$ cat src/rtl/vag_pkg.sv
package vag_pkg;
    typedef enum logic [1:0] {
        ST_IDLE   = 2'd0,
        ST_ISSUE  = 2'd1,
        ST_DRAIN  = 2'd2,
        ST_FINISH = 2'd3
    } vag_state_e;
endpackage

$ cat src/rtl/vag_bank_timers.sv
module vag_bank_timers #(
    parameter int NBANK    = 16,
    parameter int BANK_LAT = 11
) (
    input  logic                     clk,
    input  logic                     rst_n,
    input  logic                     issue,
    input  logic [$clog2(NBANK)-1:0] issue_bank,
    output logic [NBANK-1:0]         bank_busy
);
    localparam int BANK_W = $clog2(NBANK);
    localparam int TMR_W  = $clog2(BANK_LAT + 1);
    localparam logic [TMR_W-1:0] RELOAD = TMR_W'(BANK_LAT - 1);

    for (genvar g = 0; g < NBANK; g++) begin : g_bank
        logic [TMR_W-1:0] remain;
        always_ff @(posedge clk or negedge rst_n) begin
            if (!rst_n)
                remain <= '0;
            else if (issue && issue_bank == BANK_W'(g))
                remain <= RELOAD;
            else if (remain != '0)
                remain <= remain - 1'b1;
        end
        assign bank_busy[g] = (remain != '0);
    end
endmodule

$ cat src/rtl/vag_addr_calc.sv
module vag_addr_calc #(
    parameter int ADDR_W = 16,
    parameter int MAXLEN = 16
) (
    input  logic                       gather,
    input  logic [ADDR_W-1:0]          base,
    input  logic [ADDR_W-1:0]          stride,
    input  logic [MAXLEN*ADDR_W-1:0]   idx_vec,
    input  logic [$clog2(MAXLEN)-1:0]  elem,
    output logic [ADDR_W-1:0]          addr
);
    localparam int IDX_W = $clog2(MAXLEN);

    logic [ADDR_W-1:0] offset;

    always_comb begin
        if (gather)
            offset = idx_vec[elem*ADDR_W +: ADDR_W];
        else
            offset = stride * {{(ADDR_W-IDX_W){1'b0}}, elem};
        addr = base + offset;
    end
endmodule

$ cat src/rtl/vec_addr_gen.sv
module vec_addr_gen
    import vag_pkg::*;
#(
    parameter int ADDR_W   = 16,
    parameter int DATA_W   = 32,
    parameter int NBANK    = 16,
    parameter int BANK_LAT = 11,
    parameter int MAXLEN   = 16
) (
    input  logic                          clk,
    input  logic                          rst_n,
    input  logic                          start,
    input  logic                          gather,
    input  logic [ADDR_W-1:0]             base,
    input  logic [ADDR_W-1:0]             stride,
    input  logic [$clog2(MAXLEN+1)-1:0]   vlen,
    input  logic [MAXLEN*ADDR_W-1:0]      idx_vec,
    output logic                          mem_req,
    output logic [ADDR_W-1:0]             mem_addr,
    input  logic                          mem_rvalid,
    input  logic [DATA_W-1:0]             mem_rdata,
    output logic                          res_valid,
    output logic [$clog2(MAXLEN)-1:0]     res_idx,
    output logic [DATA_W-1:0]             res_data,
    output logic                          done,
    output logic                          busy
);
    localparam int LEN_W  = $clog2(MAXLEN + 1);
    localparam int IDX_W  = $clog2(MAXLEN);
    localparam int BANK_W = $clog2(NBANK);
    localparam logic [LEN_W-1:0] LEN_CAP = LEN_W'(MAXLEN);

    vag_state_e state, state_nx;

    logic [ADDR_W-1:0]        base_q, stride_q;
    logic [MAXLEN*ADDR_W-1:0] idx_q;
    logic                     gather_q;
    logic [LEN_W-1:0]         len_q, iss_cnt, ret_cnt;
    logic [LEN_W-1:0]         len_in;
    logic [ADDR_W-1:0]        cur_addr;
    logic [NBANK-1:0]         bank_busy;
    logic                     accept, issue_ok, last_issue, last_ret, running;

    assign len_in     = (vlen > LEN_CAP) ? LEN_CAP : vlen;
    assign accept     = (state == ST_IDLE) && start;
    assign running    = (state == ST_ISSUE) || (state == ST_DRAIN);
    assign issue_ok   = (state == ST_ISSUE) && !bank_busy[cur_addr[BANK_W-1:0]];
    assign last_issue = (iss_cnt == len_q - 1'b1);
    assign last_ret   = running && mem_rvalid && (ret_cnt == len_q - 1'b1);

    vag_addr_calc #(.ADDR_W(ADDR_W), .MAXLEN(MAXLEN)) u_addr (
        .gather  (gather_q),
        .base    (base_q),
        .stride  (stride_q),
        .idx_vec (idx_q),
        .elem    (iss_cnt[IDX_W-1:0]),
        .addr    (cur_addr)
    );

    vag_bank_timers #(.NBANK(NBANK), .BANK_LAT(BANK_LAT)) u_timers (
        .clk        (clk),
        .rst_n      (rst_n),
        .issue      (issue_ok),
        .issue_bank (cur_addr[BANK_W-1:0]),
        .bank_busy  (bank_busy)
    );

    always_comb begin
        state_nx = state;
        unique case (state)
            ST_IDLE:   if (start) state_nx = (len_in == '0) ? ST_FINISH : ST_ISSUE;
            ST_ISSUE:  if (issue_ok && last_issue) state_nx = ST_DRAIN;
            ST_DRAIN:  if (last_ret) state_nx = ST_FINISH;
            ST_FINISH: state_nx = ST_IDLE;
        endcase
    end

    always_ff @(posedge clk or negedge rst_n) begin
        if (!rst_n) state <= ST_IDLE;
        else        state <= state_nx;
    end

    always_ff @(posedge clk or negedge rst_n) begin
        if (!rst_n) begin
            base_q   <= '0;
            stride_q <= '0;
            idx_q    <= '0;
            gather_q <= 1'b0;
            len_q    <= '0;
            iss_cnt  <= '0;
            ret_cnt  <= '0;
        end else if (accept) begin
            base_q   <= base;
            stride_q <= stride;
            idx_q    <= idx_vec;
            gather_q <= gather;
            len_q    <= len_in;
            iss_cnt  <= '0;
            ret_cnt  <= '0;
        end else begin
            if (issue_ok)              iss_cnt <= iss_cnt + 1'b1;
            if (running && mem_rvalid) ret_cnt <= ret_cnt + 1'b1;
        end
    end

    always_comb begin
        mem_req   = issue_ok;
        mem_addr  = cur_addr;
        res_valid = running && mem_rvalid;
        res_idx   = ret_cnt[IDX_W-1:0];
        res_data  = mem_rdata;
        done      = (state == ST_FINISH);
        busy      = (state != ST_IDLE);
    end
endmodule

$ cat config.mk
export PLATFORM = sky130hd
export DESIGN_NAME = vec_addr_gen
export DESIGN_NICKNAME = d
export VERILOG_FILES = /design/src/rtl/vag_pkg.sv /design/src/rtl/vag_bank_timers.sv /design/src/rtl/vag_addr_calc.sv /design/src/rtl/vec_addr_gen.sv
export SDC_FILE = /design/constraint.sdc
export NUM_CORES = 1
export LEC_CHECK = 0
export BUFFER_PORTS_ARGS = -buffer_cell sky130_fd_sc_hd__buf_2
export CAP_MARGIN = 20
export CORE_ASPECT_RATIO = 0.9
export CORE_UTILIZATION = 30
export DETAILED_ROUTE_END_ITERATION = 8
export HOLD_SLACK_MARGIN = 0.06
export PLACE_DENSITY = 0.58
export SLEW_MARGIN = 20
export SYNTH_ARGS = -nofsm -noshare
export SYNTH_HDL_FRONTEND = slang
export SYNTH_SLANG_ARGS = --single-unit
$ cat constraint.sdc
create_clock -name clk -period 7.14 [get_ports clk]
set_input_delay 0.357 -clock clk [delete_from_list [all_inputs] [get_ports clk]]
set_output_delay 0.357 -clock clk [all_outputs]
set_load 0.005 [all_outputs]
---- Word-level counts from Yosys, hierarchy flattened ----
Cells that the tools add are included.
cells by class
  $add $sub $neg .......................... 20
  $mul .................................... 1
  divide/modulo/power cells ............... 0
  $lt $le $gt $ge ......................... 2
  equality and inequality tests ........... 23
  shifts and indexed selects .............. 1
  mux-type cells .......................... 45
  bitwise operators ....................... 0
  reduce and logical (&&, ||, !) cells .... 62
operators with widths
  kind                 count
  $shiftx 256x9->16    1
  $mux 4               32
  $reduce_bool 4->1    16
  $sub 4x1->4 const B  16
  $reduce_bool 2->1    19
  $eq 4x4->1 const B   8
  $mux 5               5
  $logic_and 1x1->1    21
  $add 16x16->16       1
  $eq 4x3->1 const B   4
  $mul 16x4->16        1
  $mux 16              1
  $add 5x1->5 const B  2
  $eq 5x5->1           2
  $eq 4x2->1 const B   2
  $mux 2               4
  $pmux 2 s4           1
  $gt 5x5->1 const B   1
  $logic_not 5->1      1
  $lt 4x5->1 const B   1
  $sub 5x1->5 const B  1
  $bmux 1 s4           1
  $eq 2x2->1 const B   2
  $eq 4x1->1 const B   1
  9 further kinds      10
word-level totals
  register bits after elaboration ......... 370
  bits in latches ......................... 0
  memory bits (writable) .................. 0
  bits in read-only memories .............. 0
  input port bits ......................... 330
  output and inout bits ................... 56
  word-level logic and storage cells ...... 178
  memories ................................ 0

---- Logic depth before layout (Yosys ltp) ----
  depth in word-level cells ............... 10
  depth in mapped cells ................... 24
  mapped depth without buffers ............ 21

---- By module ----
Synthesis repeated with hierarchy kept, for this count alone.
unflattened totals
  cell total of the unflattened synthesis .. 2185
  area, all modules ....................... 20394.6 µm²
modules (own cells, without submodules)
  module           instances  cells each  area each (µm²)  seq. area each (µm²)
  vec_addr_gen     1          1400        12320.6          7657.3
  vag_addr_calc    1          441         4459.3           0.0
  vag_bank_timers  1          344         3614.7           1601.5

---- Worst setup path after synthesis ----
Ideal clock, no wire load.
  path type ............................... register to output
  start point ............................. reg iss_cnt[1]
  end point ............................... out mem_addr[15]
  arrival ................................. 5.194 ns
  data required time ...................... 6.783 ns
  slack ................................... 1.589 ns
  cell stages (with the launch flop) ...... 25
  buffers on the path ..................... 4
  cell sequence ........................... dfrtp_1 > buf_4 > buf_2 > clkbuf_1 > clkbuf_1 > nand2_1 > fa_1 > fa_1 > inv_1 > ha_1 > nor2b_1 > o21a_1 > o21ai_0 > nand2b_1 > a21oi_1 > xor2_1 > o21ai_0 > ha_1 > o21ai_0 > a21o_1 > a311o_1 > a31oi_1 > nor4b_1 > or3_1 > xor2_1
between the ends
  longest elaborated chain between the ends .. 3
  elaborated cells on any way between the ends .. 4
  those cells by class .................... 1 x add/sub; 1 x mul; 1 x shift; 1 x mux
RTL lines
  what                                                       RTL line                                  text
  start: declaration                                         vec_addr_gen.sv:38                        logic [LEN_W-1:0] len_q, iss_cnt, ret_cnt;
  start signal: assignment                                   vec_addr_gen.sv:101                       if (issue_ok) iss_cnt <= iss_cnt + 1'b1;
  $mul 16x4->16 / $shiftx 256x9->16 (equally long branches)  vag_addr_calc.sv:20, vag_addr_calc.sv:18
  $mux 16 (*)                                                vag_addr_calc.sv:17                       if (gather)
  $add 16x16->16 (*)                                         vag_addr_calc.sv:21                       addr = base + offset;
  end: declaration                                           vec_addr_gen.sv:19                        output logic [ADDR_W-1:0] mem_addr,
Every way passes the cells marked *; elsewhere a longest branch is shown, timed or not.

---- Worst setup path in the final report ----
  start point ............................. reg iss_cnt[3]
  end point ............................... out mem_addr[15]
The elaborated chain is that of the path after synthesis.

==> summary.txt <==
Place
  – Placed cell count: 3196
  – Placed Area: 0.0221 mm2
  – Final GP Congestion: 0.871
  – Port-buffer cells: 321
  – Dpl ws: 1.24 ns
  – Detailed placement HPWL: 45000 um

Finish
  – Final instance area: 0.0264 mm2
  – Final Non-Filler Cells: 3563
  – Area Overhead vs Synth: 33.0%
  – Fillers: 6337
  – Share of cells above drive strength 1: 0.188
  – Final core utilization: 0.403
  – Nets@finish: 3090

Setup path
  – CP Launch Type: flop
  – Worst-path fanout max: 20
  – Worst Path Arrival: 6.18 ns
  – Crit path kind: flop to output pin
  – Worst Path Required: 6.78 ns
  – Kind of end point of the critical path: output pin

Floorplan
  – Die outline width: 273 um
  – DIE AREA: 0.0673 mm2
  – I/O Pins: 386
  – Core area: 0.0656 mm2
  – Row cnt: 89
  – Die Y: 246 um
  – Starting Density: 0.303

Logic synthesis
  – EDFF count, synth: 0
  – Largest cells by area after synthesis: dfrtp_1 47%, nand2_1 18%, mux4_2 9.4%
  – Most frequent cell after synthesis: nand2_1
  – Synth cell types: 57
  – Synth warn: 0
  – Seq cells post-synth: 370
  – Ys async rst share: 1.00
  – Post-synthesis area per instance: 9.31 um2
  – Commonest cells post-synth: 946 x nand2_1, 370 x dfrtp_1, 90 x inv_1, 83 x mux4_2, 81 x clkbuf_1
  – Synth area leader: dfrtp_1
  – Top FF cell, synth: dfrtp_1
  – Seq/Total Area, Yosys: 0.466
  – Top cell type's share of synthesized area: 0.466
  – Mapped Cells: 2136
  – Mapped cell area: 0.0199 mm2
  – Synth Net Count: 2564

Route
  – DRC Markers: 0
  – DR iter-0 viols: 1161
  – Drt wl/cell: 18.1 um
  – Vias/cell: 4.74
  – Post-DRT Antenna Nets: 0
  – Vias: 16900
  – Detailed Route WL: 64400 um
  – First drt pass iteration count: 5

STA
  – Setup TNS: 0 ns
  – Setup Skew: 0.0149 ns
  – F_max: 0.153 GHz
  – WHS: 0.0605 ns
  – Post-layout worst setup margin: 0.607 ns
  – Max Slew Vio Count: 0
  – Slew headroom: 0.239
  – Post-route minimum period: 6.53 ns
  – Final cycle utilization of the critical path: 0.915
  – Fin. Hold Viols: 0
  – Worst Tran Pin Value: 1.14 ns
  – Final setup viols: 0
  – RSZ-0062 raised after global routing: no

Job
  – Max-Cap Viols: 0

CTS
  – TritonCTS clock tree: yes
  – TritonCTS buffer count: 44
  – Clock root buffer: clkbuf_16
  – Clock Pin Slew Worst Setup and Hold Paths: 0.06 ns
  – H-tree Lvls: 2
  – Cts repair resizes: 0
  – # hold bufs at CTS: 283
  – Postcts setup bufs: 0
  – Clk buf depth: 3
  – # clock sinks: 370
  – Worst-Skew Late Latency: 0.58 ns

Global routing
  – Vias in the first global route: 17600
  – First-pass GRT wire length: 99200 um
  – Largest net degree at the start of global routing: 245
  – Tot GR Track Use: 0.192
  – Initial antenna violation count: 4
  – Grt total ovfl: 0

Power
  – Pleak: 13.2 nW
  – Final Total Pwr: 11.1 mW
  – Pwr dens: 420 mW/mm2
  – Worst VDD drop: 226 uV

Hold path
  – Worst min path class: input pin to flop

Status
  – Outcome: finished, final reports clean
[critical path, stage by stage (launching register included)]
cell      delay [ns]
dfrtp_1         0.53
buf_4           0.36
nand2_1         0.11
fa_1            0.42
fa_1            0.52
inv_1           0.04
ha_1            0.32
nor2b_1         0.15
o21a_1          0.18
o21ai_0         0.27
nand2b_1        0.10
a21oi_1         0.18
xor2_1          0.16
o21ai_0         0.11
ha_1            0.40
o21ai_0         0.11
a21o_1          0.18
a311o_1         0.35
a31oi_1         0.31
nor4b_1         0.10
or3_1           0.33
xor2_1          0.17
buf_2           0.16
[worst paths after layout]
path / slack, ns / from / to / depth (start not counted)
setup / recovery: 0.61 / iss_cnt[3] / mem_addr[15] / 22
setup reg to reg: 1.83 / iss_cnt[0] / state[0] / 13
min in group asynchronous: 0.28 / rst_n / u_timers.g_bank[4].remain[3] / 2
hold / removal: 0.06 / stride[4] / stride_q[4] / 3
max in group asynchronous: 5.18 / rst_n / idx_q[198] / 4
hold reg to reg: 0.47 / idx_q[183] / idx_q[183] / 2
[sequential cells by signal (all words and copies together) (netlist names), 2 cells and up]
signal,count
base_q,16
state,2
ret_cnt,5
iss_cnt,5
u_timers.g_bank.remain,64
stride_q,16
idx_q,256
len_q,5
[power by group]
part | internal [mW] | switching, mW
sequential | 3.10 | 0.686
clock | 1.40 | 0.944
combinational | 2.12 | 2.86
total | 6.61 | 4.49
[cell usage in the layout (no fill, tap or decap), types with 10 or more instances in the layout]
cell and instances:
nand2_1 945, and2_1 47, xnor2_1 55, dlygate4sd3_1 283, ha_1 72, fa_1 26
xor2_1 20, or3_1 21, nor2_1 62, o21ai_0 19, clkbuf_16 44, dfrtp_1 367
nor3_1 23, inv_1 90, clkbuf_8 10, mux4_2 83, buf_2 320, nor3b_1 17
a21oi_1 26
[per-layer routing]
metal / vias to the layer above / part of all wire / global-route usage
li1: 7917 / - / -
met1: 8266 / 0.44 / 0.256
met2: 557 / 0.45 / 0.297
met3: 128 / 0.072 / 0.0433
met4: 4 / 0.042 / 0.0822
met5: - / 0.00036 / 0
[cell families after synthesis]
group / count (synthesis) / synth area share
xor gates and xnor gates: 77 / 0.0350
adders and majority gates: 98 / 0.0715
buffers and inverters: 225 / 0.0505
DFF: 370 / 0.466
muxes: 99 / 0.103
and+or+nand+nor: 1170 / 0.242
AOI/OAI and AO/OA: 97 / 0.0322
[cell type report]
cell class,instances,area [um2],share of cell area
multi-input cells,1541,9630,0.364
flip-flops and latches,370,9270,0.350
repair buffers,615,4610,0.174
inverters,90,338,0.0128
clock inverters,18,241,0.00913
well taps,864,1080,0.0409
clock buffers,62,1270,0.0480
diodes,3,7.51,0.000284
Power figures use the tool's default switching activity.
